### src/rtl/scsi_dma_pkg.sv
// Shared word indices, command operations and status bit positions for the
// DMA channel register engine. Assumes a 3-bit word index.
package scsi_dma_pkg;

    typedef enum logic [2:0] {
        RI_CMD  = 3'd0,
        RI_SCNT = 3'd1,
        RI_SADR = 3'd2,
        RI_WCNT = 3'd3,
        RI_WADR = 3'd4,
        RI_STAT = 3'd5,
        RI_SLST = 3'd6,
        RI_WLST = 3'd7
    } reg_idx_e;

    typedef enum logic [1:0] {
        OP_IDLE  = 2'd0,
        OP_FLUSH = 2'd1,
        OP_ABORT = 2'd2,
        OP_START = 2'd3
    } dma_op_e;

    localparam int          CMD_DIR_BIT = 7;
    localparam int          STAT_W      = 6;
    localparam int          ST_DONE     = 3;
    localparam int          ST_IRQ      = 4;
    localparam logic [5:0]  ST_CLR_MASK = 6'b00_1110;

endpackage

### src/rtl/dma_cmd_ctl.sv
// Command word holder: stores the command, decodes its operation field and
// drives the engine enable and the abort pulse. Assumes at most one command
// write per cycle.
module dma_cmd_ctl
    import scsi_dma_pkg::*;
#(
    parameter int DATA_W = 32
) (
    input  logic              clk,
    input  logic              rst_n,
    input  logic              cmd_wr,
    input  logic [DATA_W-1:0] wdata,
    output logic [DATA_W-1:0] cmd_q,
    output logic              start_ld,
    output logic              engine_en,
    output logic              abort_pulse
);

    dma_op_e op;

    // Operation field of the word being written.
    always_comb begin
        op       = dma_op_e'(wdata[1:0]);
        start_ld = cmd_wr && (op == OP_START);
    end

    // Command storage, enable tracking and abort pulse generation.
    always_ff @(posedge clk) begin
        if (!rst_n) begin
            cmd_q       <= '0;
            engine_en   <= 1'b0;
            abort_pulse <= 1'b0;
        end else begin
            abort_pulse <= cmd_wr && (op == OP_ABORT);
            if (cmd_wr) begin
                cmd_q <= wdata;
                case (op)
                    OP_IDLE:  engine_en <= 1'b0;
                    OP_START: engine_en <= 1'b1;
                    default:  engine_en <= engine_en;
                endcase
            end
        end
    end

    AST_ABORT_FROM_CMD: assert property (@(posedge clk) disable iff (!rst_n)
        abort_pulse |-> $past(cmd_wr && (wdata[1:0] == 2'd2)));
    AST_START_ENABLES: assert property (@(posedge clk) disable iff (!rst_n)
        start_ld |=> engine_en);
    AST_IDLE_DISABLES: assert property (@(posedge clk) disable iff (!rst_n)
        (cmd_wr && (wdata[1:0] == 2'd0)) |=> !engine_en);

endmodule

### src/rtl/dma_work_ctr.sv
// Working count, working address and working list address. Loads from the
// start copies on a start, clips each accepted transfer to the remaining
// count and zeroes the count on completion. Assumes LEN_W <= DATA_W.
module dma_work_ctr #(
    parameter int DATA_W = 32,
    parameter int LEN_W  = 16
) (
    input  logic              clk,
    input  logic              rst_n,
    input  logic              load,
    input  logic [DATA_W-1:0] ld_cnt,
    input  logic [DATA_W-1:0] ld_adr,
    input  logic [DATA_W-1:0] ld_lst,
    input  logic              xfer_fire,
    input  logic [LEN_W-1:0]  xfer_len,
    input  logic              cmd_done,
    output logic [DATA_W-1:0] wcnt,
    output logic [DATA_W-1:0] wadr,
    output logic [DATA_W-1:0] wlst,
    output logic [DATA_W-1:0] xfer_bytes
);

    localparam logic [DATA_W-1:0] WADR_RST = '1;
    localparam logic [DATA_W-1:0] WLST_RST = WADR_RST - DATA_W'(2);

    logic [DATA_W-1:0] len_ext;

    // Clip the offered length to what remains; zero when not accepted.
    always_comb begin
        len_ext    = DATA_W'(xfer_len);
        xfer_bytes = '0;
        if (xfer_fire)
            xfer_bytes = (len_ext < wcnt) ? len_ext : wcnt;
    end

    // Working register update: load, then transfer, then completion.
    always_ff @(posedge clk) begin
        if (!rst_n) begin
            wcnt <= '0;
            wadr <= WADR_RST;
            wlst <= WLST_RST;
        end else begin
            if (load) begin
                wcnt <= ld_cnt;
                wadr <= ld_adr;
                wlst <= ld_lst;
            end else if (xfer_fire) begin
                wcnt <= wcnt - xfer_bytes;
                wadr <= wadr + xfer_bytes;
            end
            if (cmd_done)
                wcnt <= '0;
        end
    end

    AST_GRANT_CLIPPED: assert property (@(posedge clk) disable iff (!rst_n)
        xfer_bytes <= wcnt);
    AST_COUNT_NO_RISE: assert property (@(posedge clk) disable iff (!rst_n)
        !load |=> wcnt <= $past(wcnt));
    AST_DONE_ZEROES: assert property (@(posedge clk) disable iff (!rst_n)
        cmd_done |=> wcnt == '0);

endmodule

### src/rtl/dma_status.sv
// Sticky status flags. A start clears all flags, software clears the error,
// abort and done flags by write-one or by read depending on the mode bit,
// and completion sets done. Set wins over clear in the same cycle.
module dma_status
    import scsi_dma_pkg::*;
(
    input  logic              clk,
    input  logic              rst_n,
    input  logic              start_clr,
    input  logic              st_wr,
    input  logic [STAT_W-1:0] st_wdata,
    input  logic              st_rd,
    input  logic              clr_on_read,
    input  logic              set_done,
    output logic [STAT_W-1:0] stat_q
);

    logic [STAT_W-1:0] stat_d;

    // Next flag value from the clear and set sources in priority order.
    always_comb begin
        stat_d = stat_q;
        if (start_clr)
            stat_d = '0;
        if (st_wr && !clr_on_read)
            stat_d = stat_d & ~(st_wdata & ST_CLR_MASK);
        if (st_rd && clr_on_read)
            stat_d = stat_d & ~ST_CLR_MASK;
        if (set_done)
            stat_d[ST_DONE] = 1'b1;
    end

    // Flag register.
    always_ff @(posedge clk) begin
        if (!rst_n)
            stat_q <= '0;
        else
            stat_q <= stat_d;
    end

    AST_DONE_STICKY: assert property (@(posedge clk) disable iff (!rst_n)
        set_done |=> stat_q[3]);
    AST_RO_MODE_WRITE: assert property (@(posedge clk) disable iff (!rst_n)
        (clr_on_read && st_wr && !st_rd && !start_clr && !set_done)
        |=> stat_q == $past(stat_q));
    AST_READ_CLEARS: assert property (@(posedge clk) disable iff (!rst_n)
        (clr_on_read && st_rd && !set_done) |=> (stat_q & 6'b00_1110) == '0);

endmodule

### src/rtl/scsi_dma_chan.sv
// Top of the DMA channel register engine: holds the start copies, decodes
// the register port, judges transfer direction and muxes read data.
// Assumes one register access per cycle and cmd_done given as a pulse.
module scsi_dma_chan
    import scsi_dma_pkg::*;
#(
    parameter int DATA_W = 32,
    parameter int LEN_W  = 16,
    parameter int IDX_W  = 3
) (
    input  logic              clk,
    input  logic              rst_n,
    input  logic              reg_wr,
    input  logic              reg_rd,
    input  logic [IDX_W-1:0]  reg_idx,
    input  logic [DATA_W-1:0] reg_wdata,
    output logic [DATA_W-1:0] reg_rdata,
    input  logic              clr_on_read,
    input  logic              xfer_req,
    input  logic              xfer_to_mem,
    input  logic [LEN_W-1:0]  xfer_len,
    output logic              xfer_ok,
    output logic [DATA_W-1:0] xfer_bytes,
    input  logic              cmd_done,
    input  logic              scsi_irq,
    output logic              engine_en,
    output logic              abort_pulse
);

    localparam int NPROG = 3;

    logic [DATA_W-1:0] prog_q [NPROG];
    logic [DATA_W-1:0] cmd_q, wcnt, wadr, wlst;
    logic [STAT_W-1:0] stat_q, stat_view;
    logic              start_ld, cmd_wr, st_wr, st_rd;

    // Port decode for the command and status words.
    always_comb begin
        cmd_wr  = reg_wr && (reg_idx == RI_CMD);
        st_wr   = reg_wr && (reg_idx == RI_STAT);
        st_rd   = reg_rd && (reg_idx == RI_STAT);
        xfer_ok = xfer_req && (xfer_to_mem == cmd_q[CMD_DIR_BIT]);
    end

    // Start copies: count, address and list address, one register each.
    for (genvar gi = 0; gi < NPROG; gi++) begin : g_prog
        localparam logic [IDX_W-1:0] MY_IDX =
            (gi == 0) ? RI_SCNT : (gi == 1) ? RI_SADR : RI_SLST;
        // Store on a write to this word.
        always_ff @(posedge clk) begin
            if (!rst_n)
                prog_q[gi] <= '0;
            else if (reg_wr && (reg_idx == MY_IDX))
                prog_q[gi] <= reg_wdata;
        end
    end

    dma_cmd_ctl #(.DATA_W(DATA_W)) u_cmd (
        .clk         (clk),
        .rst_n       (rst_n),
        .cmd_wr      (cmd_wr),
        .wdata       (reg_wdata),
        .cmd_q       (cmd_q),
        .start_ld    (start_ld),
        .engine_en   (engine_en),
        .abort_pulse (abort_pulse)
    );

    dma_work_ctr #(.DATA_W(DATA_W), .LEN_W(LEN_W)) u_work (
        .clk        (clk),
        .rst_n      (rst_n),
        .load       (start_ld),
        .ld_cnt     (prog_q[0]),
        .ld_adr     (prog_q[1]),
        .ld_lst     (prog_q[2]),
        .xfer_fire  (xfer_ok),
        .xfer_len   (xfer_len),
        .cmd_done   (cmd_done),
        .wcnt       (wcnt),
        .wadr       (wadr),
        .wlst       (wlst),
        .xfer_bytes (xfer_bytes)
    );

    dma_status u_stat (
        .clk         (clk),
        .rst_n       (rst_n),
        .start_clr   (start_ld),
        .st_wr       (st_wr),
        .st_wdata    (reg_wdata[STAT_W-1:0]),
        .st_rd       (st_rd),
        .clr_on_read (clr_on_read),
        .set_done    (cmd_done),
        .stat_q      (stat_q)
    );

    // Read mux with the live interrupt merged into the status view.
    always_comb begin
        stat_view         = stat_q;
        stat_view[ST_IRQ] = stat_q[ST_IRQ] | scsi_irq;
        case (reg_idx_e'(reg_idx))
            RI_CMD:  reg_rdata = cmd_q;
            RI_SCNT: reg_rdata = prog_q[0];
            RI_SADR: reg_rdata = prog_q[1];
            RI_WCNT: reg_rdata = wcnt;
            RI_WADR: reg_rdata = wadr;
            RI_STAT: reg_rdata = DATA_W'(stat_view);
            RI_SLST: reg_rdata = prog_q[2];
            default: reg_rdata = wlst;
        endcase
    end

    AST_WRONG_DIR_IDLE: assert property (@(posedge clk) disable iff (!rst_n)
        (xfer_req && !xfer_ok && !start_ld && !cmd_done)
        |=> ($stable(wcnt) && $stable(wadr)));
    AST_IRQ_VISIBLE: assert property (@(posedge clk) disable iff (!rst_n)
        (scsi_irq && reg_idx == 3'd5) |-> reg_rdata[4]);

endmodule

### config.mk
export PLATFORM = sky130hd
export DESIGN_NAME = scsi_dma_chan
export DESIGN_NICKNAME = d
export VERILOG_FILES = /design/src/rtl/scsi_dma_pkg.sv /design/src/rtl/dma_cmd_ctl.sv /design/src/rtl/dma_work_ctr.sv /design/src/rtl/dma_status.sv /design/src/rtl/scsi_dma_chan.sv
export SDC_FILE = /design/constraint.sdc
export NUM_CORES = 1
export LEC_CHECK = 0
export ABC_AREA = 1
export BUFFER_PORTS_ARGS = -buffer_cell sky130_fd_sc_hd__buf_2
export CORE_MARGIN = 3
export CORE_UTILIZATION = 28
export CTS_BUF_LIST = sky130_fd_sc_hd__clkbuf_8 sky130_fd_sc_hd__clkbuf_16
export DETAILED_ROUTE_END_ITERATION = 7
export GPL_TIMING_DRIVEN = 0
export PLACE_DENSITY_LB_ADDON = 0.1
export RECOVER_POWER = 100
export SETUP_SLACK_MARGIN = 0.5
export SLEW_MARGIN = 20
export SYNTH_ARGS = -nofsm -noshare
export SYNTH_HDL_FRONTEND = slang
export SYNTH_SLANG_ARGS = --single-unit
export TNS_END_PERCENT = 20
### constraint.sdc
create_clock -name clk -period 11.1 [get_ports clk]
set_input_delay 1.11 -clock clk [delete_from_list [all_inputs] [get_ports clk]]
set_output_delay 1.11 -clock clk [all_outputs]
set_load 0.02 [all_outputs]
==> results of run 1 <==
## logic make-up after synthesis
group | Yosys count | synth area share [%]
AOI/OAI and AO/OA | 356 | 14.77
xor gates and xnor gates | 20 | 1.169
adders and majority gates | 81 | 6.865
buffers and inverters | 428 | 11.71
DFF | 229 | 37.01
other | 2 | 0.05013
and+or+nand+nor | 1016 | 28.42
## through the flow
step | hold WS, ps | util [%]
4_1_cts | 468.5 | 33.14
3_3_place_gp | 452.9 | 31.37
5_1_grt | 493.8 | 32.64
6_report | 470.3 | 32.64
3_5_place_dp | 456.1 | 31.62
2_1_floorplan | 434.1 | -
## worst max path at each step
stage	to	slack, ps	depth (start not counted)
after global routing	u_work.wadr[28]	5700	27
after CTS	u_work.wadr[30]	6370	28
final	u_work.wadr[30]	5940	27
after floorplan	prog_q[0][0]	6630	4
after detailed placement	u_work.wadr[30]	5800	28
after global placement	prog_q[0][30]	4330	6
## synth_stat cells (all sizes together) (3+ instances only)
library cell / instances
xnor2: 10
o21ai: 78
nor4: 3
a21o: 4
nor3: 17
nand2: 537
nand4: 12
nor2: 246
xor2: 10
inv: 330
o21bai: 6
nand3: 187
buf: 48
clkbuf: 48
ha: 79
or2: 3
a22o: 5
a21oi: 133
a31oi: 12
dfxtp: 133
a221oi: 82
nand3b: 9
o221ai: 4
edfxtp: 96
o22ai: 26
## placed cells by master, fill, tap and decap left out, types with 7 or more instances in the layout
cell and instances:
a21oi_1 133, ha_1 79, nand3_1 183, xor2_1 10
a31oi_1 12, nand4_1 12, buf_4 19, dfxtp_1 133
conb_1 46, o21ai_0 76, a221oi_1 82, nor2_1 245
inv_1 332, clkbuf_16 27, edfxtp_1 96, clkinv_1 7
buf_2 78, clkbuf_1 109, xnor2_1 10, nand2_1 536
o22ai_1 26, nor3_1 17, nand3b_1 9
## power by group through the flow
stage / logic, mW / clock network [mW] / registers (mW)
3_5_place_dp: 0.798 / 0 / 0.981
3_3_place_gp: 0.793 / 0 / 0.984
4_1_cts: 0.804 / 0.850 / 0.964
6_report: 0.795 / 0.829 / 0.967
5_1_grt: 0.882 / 0.879 / 0.970
2_1_floorplan: 0.539 / 0 / 0.964
## flip-flops by register name, summed over array words and instances (netlist names)
register           count
prog_q                96
u_cmd.cmd_q           32
u_work.wadr           32
u_work.wcnt           32
u_work.wlst           32
u_stat.stat_q          3
u_cmd.abort_pulse      1
u_cmd.engine_en        1
## worst max-delay path: cells and delay by family
kind | cells | cell delay, ps
fa+ha+maj | 3 | 970
compound gates | 2 | 290
buf+inv | 3 | 610
simple gates | 19 | 2600
## per-layer routing
metal / vias up / routed length, um
li1: 7380 / -
met5: - / 13
met1: 7068 / 29380
met2: 479 / 28960
met4: 2 / 1897
met3: 93 / 3487
## cell type report
type / count / area share (%)
buffer: 96 / 2.739
clock buffer: 28 / 4.004
clock inverter: 20 / 0.6758
inverter: 332 / 7.237
multi-input combinational: 1519 / 45.26
sequential: 229 / 32.20
tap: 688 / 4.999
timing repair buffer: 113 / 2.885
==> results_dict.tcl, run 1 <==
set metrics [dict create \
    area_growth_pct 14.93 \
    tritoncts "yes" \
    p_sw_uw 963.4 \
    yosys-top-cells-area "edfxtp_1, dfxtp_1, nand2_1" \
    grt_pass1_vias 14601 \
    drc 0 \
    vias 15022 \
    numCtsBuffers 27 \
    rsz0062_at_grt "false" \
    instances_no_fill 3025 \
    multi_input_area_mm2 0.007792 \
    finalHoldViolCount 0 \
    rrSetupSlack_ps 6080 \
    period_share_pct 46.45 \
    met2_usage_pct 36.35 \
    clock_path_buffers 3 \
    cts_hold_buf 0 \
    violations "capacitance limit, slew limit" \
    grt-ovfl-total 0 \
    yosys_warnings 0 \
    crit_path_end_kind "flop" \
    fin_nets 2459 \
    wl_per_cell_um 21.07 \
    cts.clk_slew.worst_paths_ps 60 \
    path_max_fanout 10 \
    io_pins 127 \
    yosys_register_bits 229 \
    min_from "u_stat.stat_q[1]" \
    io_buffers 109 \
    status "finished, violations left" \
    final_cell_area_mm2 0.01722 \
    synthArstFlopShare_pct 0 \
    critPathKind "in -> reg" \
    p_sw_share_pct 37.19 \
    start_util_pct 28.40 \
    crit_top_cell "nand2_1" \
    r2r_end "u_work.wadr[30]" \
    grt_util_met3_pct 2.123 \
    fp.coreArea_mm2 0.05276 \
    yosysTopAreaCell "edfxtp_1" \
    drt_iter0_markers 1109 \
    cp_slowest_stage_delay_ps 450 \
    detailed_place.area_mm2 0.01668 \
    relSlewSlack_pct -29.82 \
    antenna_cells 0 \
    die-area_mm2 0.05632 \
    n_fill_cell 5872 \
    syn_avg_cell_area_um2 7.027 \
    leakagePower_nw 8.053 \
    std_cell_rows 84 \
    syn_area_mm2 0.01498 \
    synth.distinct_cells 46 \
    r2r_cells 23 \
    hold_path.class "reg -> reg" \
    avgViaCountPerCell 4.966 \
    layout_setup_ws_ps 5944 \
    max_slew.worst_pin.slew_ps 1927 \
    dp_hpwl_um 52420 \
    critPathArrivalTime_ps 5580 \
    min_period_ps 5156 \
    dp.cells 2977 \
    seq_area_frac_synth_pct 37.01 \
    power.total_mw 2.591 \
    cts_sinks 229 \
    syn_inst 2132 \
    die_height_um 237.3 \
    cts.repair.resized 0 \
    crit_required_ps 11520 \
    startpoint "xfer_len[3]" \
    regArea_mm2 0.005545 \
    grt_pass1_wl_um 93140 \
    pre_cts_ws_ps 5800 \
    setup_viol 0 \
    crit_slowest_cell "clkbuf_1" \
    pwr-share-seq_pct 37.3 \
    die_x_um 237.3 \
    slew_violations 38 \
    finalClockSkew_ps 8.984 \
    combPwrFrac_pct 30.7 \
    synth_top_area_share_pct 19.24 \
    min_path_cells 2 \
    hold_path_end "u_stat.stat_q[1]" \
    tns_ps 0 \
    intPower_mw 1.627 \
    clock.fmax_ghz 0.1940 \
    place_congestion 0.9323 \
    antenna_found_initial 1 \
    power.density_mw_per_mm2 150.5 \
    clock_power_share_pct 32.0 \
    final_antenna_net_count 0 \
    grt_max_degree 26 \
    synth_edf_count 96 \
    cts_max_level 1 \
    drv_cap 2 \
    cts_root_buffer "clkbuf_16" \
    grtUsageTotal_pct 21.94 \
    ir_worst_vdd_mv 0.07949 \
    cts_setup_buffers 0 \
    grt-busiest-layer "met2" \
    grt_use_met1_pct 30.44 \
    drive_above_1_share_pct 6.418 \
    r2r-start "u_work.wcnt[17]" \
    wirelength_um 63730 \
    ys.flop_type "dfxtp_1" \
    cp-start-kind "primary input" \
    drt_first_pass_iters 5 \
    clkLatencyLatePin_ps 540 \
]
No activity file was read; power rests on OpenSTA's default activity.
==> inputs of run 2 (changes only) <==
==> constraint.sdc (replaced) <==
create_clock -name clk -period 4.43 [get_ports clk]
set_input_delay 0.443 -clock clk [delete_from_list [all_inputs] [get_ports clk]]
set_output_delay 0.443 -clock clk [all_outputs]
set_load 0.02 [all_outputs]
==> run 2 against run 1 <==
Against the previous run: the flow still finishes with violations (capacitance limit, slew limit); utilization rose by 0.37 points; global-route usage barely moved; sequential share of layout area fell by 0.33 points; clock skew barely moved; via count fell by 0.35%; wire length rose by 0.15%; register-to-register slack got worse by 5700 ps; combinational power rose to 2.6 times the previous value; total power rose to 2.5 times the previous value; setup slack got worse by 5500 ps; largest cell class unchanged.
==> results_dict.tcl, run 2 (synthesis gave the netlist of run 1 again) <==
set metrics [dict create \
    relSlewSlack_pct -53.70 \
    final_common_cell "nand2_1" \
    wirelength_um 63830 \
    wl_met2_um 28900 \
    violations "capacitance limit, slew limit" \
    cts_root_buffer "clkbuf_16" \
    final_cell_area_mm2 0.01741 \
    mostFrequentLayoutCells "nand2_1, inv_1, nor2_1, nand3_1, a21oi_1" \
    tns_ps 0 \
    final_core_util_pct 33.00 \
    combPwrFrac_pct 31.4 \
    instances_no_fill 3033 \
    tritoncts "yes" \
    fin_nets 2467 \
    clock.fmax_ghz 0.2497 \
    period_share_pct 90.41 \
    detailed_place.area_mm2 0.01668 \
    antenna_cells 0 \
    vias 14969 \
    dp_hpwl_um 52420 \
    place_congestion 0.9323 \
    start_util_pct 28.40 \
    dp.cells 2977 \
    clock_power_share_pct 31.8 \
    grtUsageTotal_pct 21.99 \
    met1_length_um 29610 \
    ir_worst_vdd_mv 0.1992 \
    power.total_mw 6.571 \
    cp-start-kind "flop" \
    antenna_found_initial 1 \
    min_path_cells 3 \
    die_x_um 237.3 \
    io_pins 127 \
    crit_required_ps 4850 \
    pre_cts_ws_ps -203.1 \
    finalHoldViolCount 0 \
    rsz0062_at_grt "true" \
    cts.clk_slew.worst_paths_ps 60 \
    fin_hold_ws_ps 189.4 \
    cts_sinks 229 \
    fp.coreArea_mm2 0.05276 \
    drt_first_pass_iters 7 \
    rrSetupSlack_ps 420 \
    power.density_mw_per_mm2 377.4 \
    clock_path_buffers 3 \
    p_sw_mw 2.450 \
    wl_per_cell_um 21.04 \
    drive_above_1_share_pct 8.273 \
    area_growth_pct 16.22 \
    p_sw_share_pct 37.28 \
    clkLatencyLatePin_ps 540 \
    layout_setup_ws_ps 424.8 \
    drt_iter0_markers 1080 \
    r2r_cells 26 \
    grt_pass1_wl_um 93330 \
    finalClockSkew_ps 8.856 \
    dr_wl_met3_um 3355 \
    crit_path_end_kind "flop" \
    grt-ovfl-total 0 \
    critPathArrivalTime_ps 4430 \
    die-area_mm2 0.05632 \
    largest_reg_flops 96 \
    die_height_um 237.3 \
    drc 0 \
    avgViaCountPerCell 4.935 \
    setup_viol 0 \
    max_slew.worst_pin.slew_ps 2281 \
    drv_cap 2 \
    cts_max_level 1 \
    intPower_mw 4.121 \
    path_max_fanout 10 \
    final_antenna_net_count 0 \
    leakagePower_nw 8.143 \
    grt_max_degree 26 \
    grt_pass1_vias 14648 \
    hold_path.class "in -> reg" \
    std_cell_rows 84 \
    highest_layer "met5" \
    min_period_ps 4005 \
    numCtsBuffers 27 \
    status "finished, violations left" \
    regMostFlops "prog_q" \
    pwr-share-seq_pct 36.9 \
    critPathKind "reg -> reg" \
    slew_violations 37 \
    io_buffers 109 \
]
[run 2: per-layer routing]
layer / global-route usage [%] / vias up
met5: 0 / -
met4: 6.508 / 2
met3: 2.135 / 97
met2: 36.46 / 451
met1: 30.46 / 7017
li1: - / 7402
[run 2: what timing repair did]
action | CTS | global route
pin swaps | 2 | 3
setup buffers | 5 | 3
hold buffers | 0 | 0
resized for setup | 13 | 26
endpoints found under the setup margin | 32 | 32
[run 2: final timing paths]
check | from | endpoint
max | u_work.wcnt[11] | u_work.wadr[18]
min | reg_wdata[26] | u_cmd.cmd_q[26]
max reg2reg | u_work.wcnt[11] | u_work.wadr[18]
min reg2reg | u_stat.stat_q[1] | u_stat.stat_q[1]
[run 2: power groups by stage]
stage,combinational [mW],clock [mW],sequential (mW)
global route,2.28,2.20,2.43
floorplan,1.35,0,2.41
global placement,1.99,0,2.46
finish,2.06,2.09,2.42
detailed placement,2.00,0,2.46
CTS,2.04,2.13,2.41
[run 2: cell type report]
type	instances	area, um2
fill	5858	35350
multi-input combinational	1519	7878
sequential	229	5549
inverter	332	1246
tap	688	860.8
clock buffer	28	689.4
timing repair buffer	121	583.1
buffer	96	489.2
clock inverter	20	116.4
[run 2: critical path: stages (launching register included)]
cell and delay (ps):
dfxtp_1 380, inv_2 110, ha_1 320, nand2_1 70, nor4_1 240, nand2_1 130
nand2_4 110, nand2_4 100, buf_6 160, nand2_1 60, nand2_1 40, nor2_1 460
ha_4 220, inv_1 50, fa_2 330, nor2_1 150, nand2_1 80, nand2_2 110
nand2_1 80, nand2_2 110, nand2_1 80, nand2_2 120, nand2_1 80, nand2_1 60
nand2_1 40, nand3_1 100, nand2_1 70
==> inputs of run 3 (changes only) <==
--- a/config.mk
+++ b/config.mk
@@ -6,13 +6,13 @@
 export NUM_CORES = 1
 export LEC_CHECK = 0
 export ABC_AREA = 1
-export BUFFER_PORTS_ARGS = -buffer_cell sky130_fd_sc_hd__buf_2
+export BUFFER_PORTS_ARGS = -buffer_cell sky130_fd_sc_hd__buf_4
 export CORE_MARGIN = 3
 export CORE_UTILIZATION = 28
 export CTS_BUF_LIST = sky130_fd_sc_hd__clkbuf_8 sky130_fd_sc_hd__clkbuf_16
 export DETAILED_ROUTE_END_ITERATION = 7
 export GPL_TIMING_DRIVEN = 0
-export PLACE_DENSITY_LB_ADDON = 0.1
+export PLACE_DENSITY = 0.47
 export RECOVER_POWER = 100
 export SETUP_SLACK_MARGIN = 0.5
 export SLEW_MARGIN = 20
==> run 3 against run 2 <==
Against the previous run: the run still ends with capacitance limit, slew limit left; final area up 0.67%; largest power group unchanged; register-to-register slack about the same; first-iteration DRC count increased by 4.3%; wire length shrank 4.2%; setup slack gained 6.1 ps; clock-buffer cell count increased by 3; via count increased by 1.4%; flip-flop and latch count unchanged; critical path depth down 3; total power fell by 0.84%.
==> results_dict.tcl, run 3 (synthesis gave the netlist of run 1 again) <==
set metrics [dict create \
    die_height_um 237.3 \
    crit_path_end_kind "flop" \
    final_cell_area_mm2 0.01753 \
    vias 15183 \
    critPathKind "reg -> reg" \
    grt-ovfl-total 0 \
    avgViaCountPerCell 5.008 \
    path_max_fanout 10 \
    tritoncts "yes" \
    finalHoldViolCount 0 \
    r2r_end "u_work.wadr[28]" \
    rsz0062_at_grt "true" \
    dp.cells 2976 \
    grtUsageTotal_pct 21.22 \
    min_path_cells 3 \
    area_growth_pct 17.00 \
    antenna_cells 0 \
    wirelength_um 61120 \
    io_pins 127 \
    n_fill_cell 5889 \
    regMostFlops "prog_q" \
    drt_iter0_markers 1126 \
    violations "capacitance limit, slew limit" \
    clkLatencyLatePin_ps 560 \
    leakagePower_nw 8.194 \
    power.density_mw_per_mm2 371.7 \
    drc 0 \
    r2r_cells 23 \
    antenna_found_initial 0 \
    cts_root_buffer "clkbuf_16" \
    setup_viol 0 \
    fin_hold_ws_ps 181.3 \
    ir_worst_vdd_mv 0.2494 \
    final_common_cell "nand2_1" \
    max_slew.worst_pin.slew_ps 2544 \
    period_share_pct 90.27 \
    min_period_ps 3999 \
    rrSetupSlack_ps 430 \
    drv_cap 2 \
    drive_above_1_share_pct 7.978 \
    grt_pass1_vias 14622 \
    r2r-start "u_cmd.cmd_q[7]" \
    dp_hpwl_um 49970 \
    grt_max_degree 22 \
    drt_first_pass_iters 5 \
    critPathArrivalTime_ps 4430 \
    grt_pass1_wl_um 90910 \
    detailed_place.area_mm2 0.01693 \
    die-area_mm2 0.05632 \
    place_congestion 0.9523 \
    fp.coreArea_mm2 0.05276 \
    numCtsBuffers 26 \
    cts_sinks 229 \
    instances_no_fill 3032 \
    clock.fmax_ghz 0.2501 \
    status "finished, violations left" \
    cts.clk_slew.worst_paths_ps 60 \
    relSlewSlack_pct -71.36 \
    wl_per_cell_um 20.16 \
    std_cell_rows 84 \
    io_buffers 109 \
    largest_reg_flops 96 \
    cts_max_level 1 \
    start_util_pct 28.40 \
    mostFrequentLayoutCells "nand2_1, inv_1, nor2_1, nand3_1, a21oi_1" \
    hold_path_end "u_cmd.cmd_q[13]" \
    die_x_um 237.3 \
    crit_required_ps 4860 \
    min_from "reg_wdata[13]" \
    slew_violations 30 \
    final_antenna_net_count 0 \
    cp-start-kind "flop" \
    fin_nets 2466 \
    hold_path.class "in -> reg" \
    clock_path_buffers 3 \
    finalClockSkew_ps 11.05 \
]
run 3: area by class of cell:
| cell class | instances | area (um2) | area share (%) |
|---|---|---|---|
| plain buffers | 96 | 479.2 | 2.734 |
| clock buffers | 31 | 730.7 | 4.169 |
| multi-input cells | 1519 | 7844 | 44.75 |
| repair buffers | 121 | 748.2 | 4.269 |
| flip-flops and latches | 229 | 5550 | 31.67 |
| clock inverters | 16 | 68.82 | 0.3926 |
| well taps | 688 | 860.8 | 4.911 |
| inverters | 332 | 1246 | 7.110 |
run 3: what timing repair did:
action,CTS,global route
resized for setup,12,19
cloned,0,0
setup buffers,2,7
endpoints found under the setup margin,21,28
endpoints found under the hold margin,0,0
hold buffers,0,0
pin swaps,1,4
run 3: power breakdown:
group          total [mW]  internal, mW  switching (mW)
logic                2.04         0.640            1.40
clock network        2.05          1.16           0.896
registers            2.42          2.32          0.0978
run 3: critical path: stages, from the launching register on:
cell	delay, ps
dfxtp_1	330
inv_1	90
nor2_1	50
nor2_1	120
nand2_1	190
clkinv_1	280
clkbuf_1	530
nand2_1	120
nor2_1	340
ha_1	260
inv_1	60
fa_2	350
nor2_2	130
nand2_1	60
nand2_1	160
nand2_1	90
nand2_2	130
nand2_1	90
nand2_2	110
nand2_2	100
nand2_1	90
nand2_1	40
nand3_1	90
nand2_1	50
run 3: metal layers:
metal	global-route usage, %	part of all wire (%)
met5	0	0
met4	6.397	3.0
met3	2.344	6.4
met2	35.74	46
met1	28.70	44
run 3: metrics by stage:
stage | setup slack, ps | utilization (%) | setup TNS (ps) | power [mW]
finish | 430.9 | 33.22 | 0 | 6.516
global route | 224.3 | 33.22 | 0 | 6.845
floorplan | 629.1 | - | 0 | 3.765
CTS | 497.8 | 33.69 | 0 | 6.546
global placement | -1753 | 31.89 | -89560 | 4.461
detailed placement | -70.23 | 32.08 | -146.1 | 4.469
run 3: how the worst max path moves through the flow:
stage	from	to	slack [ps]	cells past startpoint
after detailed placement	xfer_len[3]	u_work.wadr[28]	-70	28
after CTS	u_work.wcnt[3]	u_work.wadr[28]	500	28
after floorplan	reg_idx[2]	prog_q[0][0]	630	4
final	u_cmd.cmd_q[7]	u_work.wadr[28]	430	23
after global placement	reg_idx[0]	prog_q[0][26]	-1750	6
after global routing	u_cmd.cmd_q[7]	u_work.wadr[18]	220	23
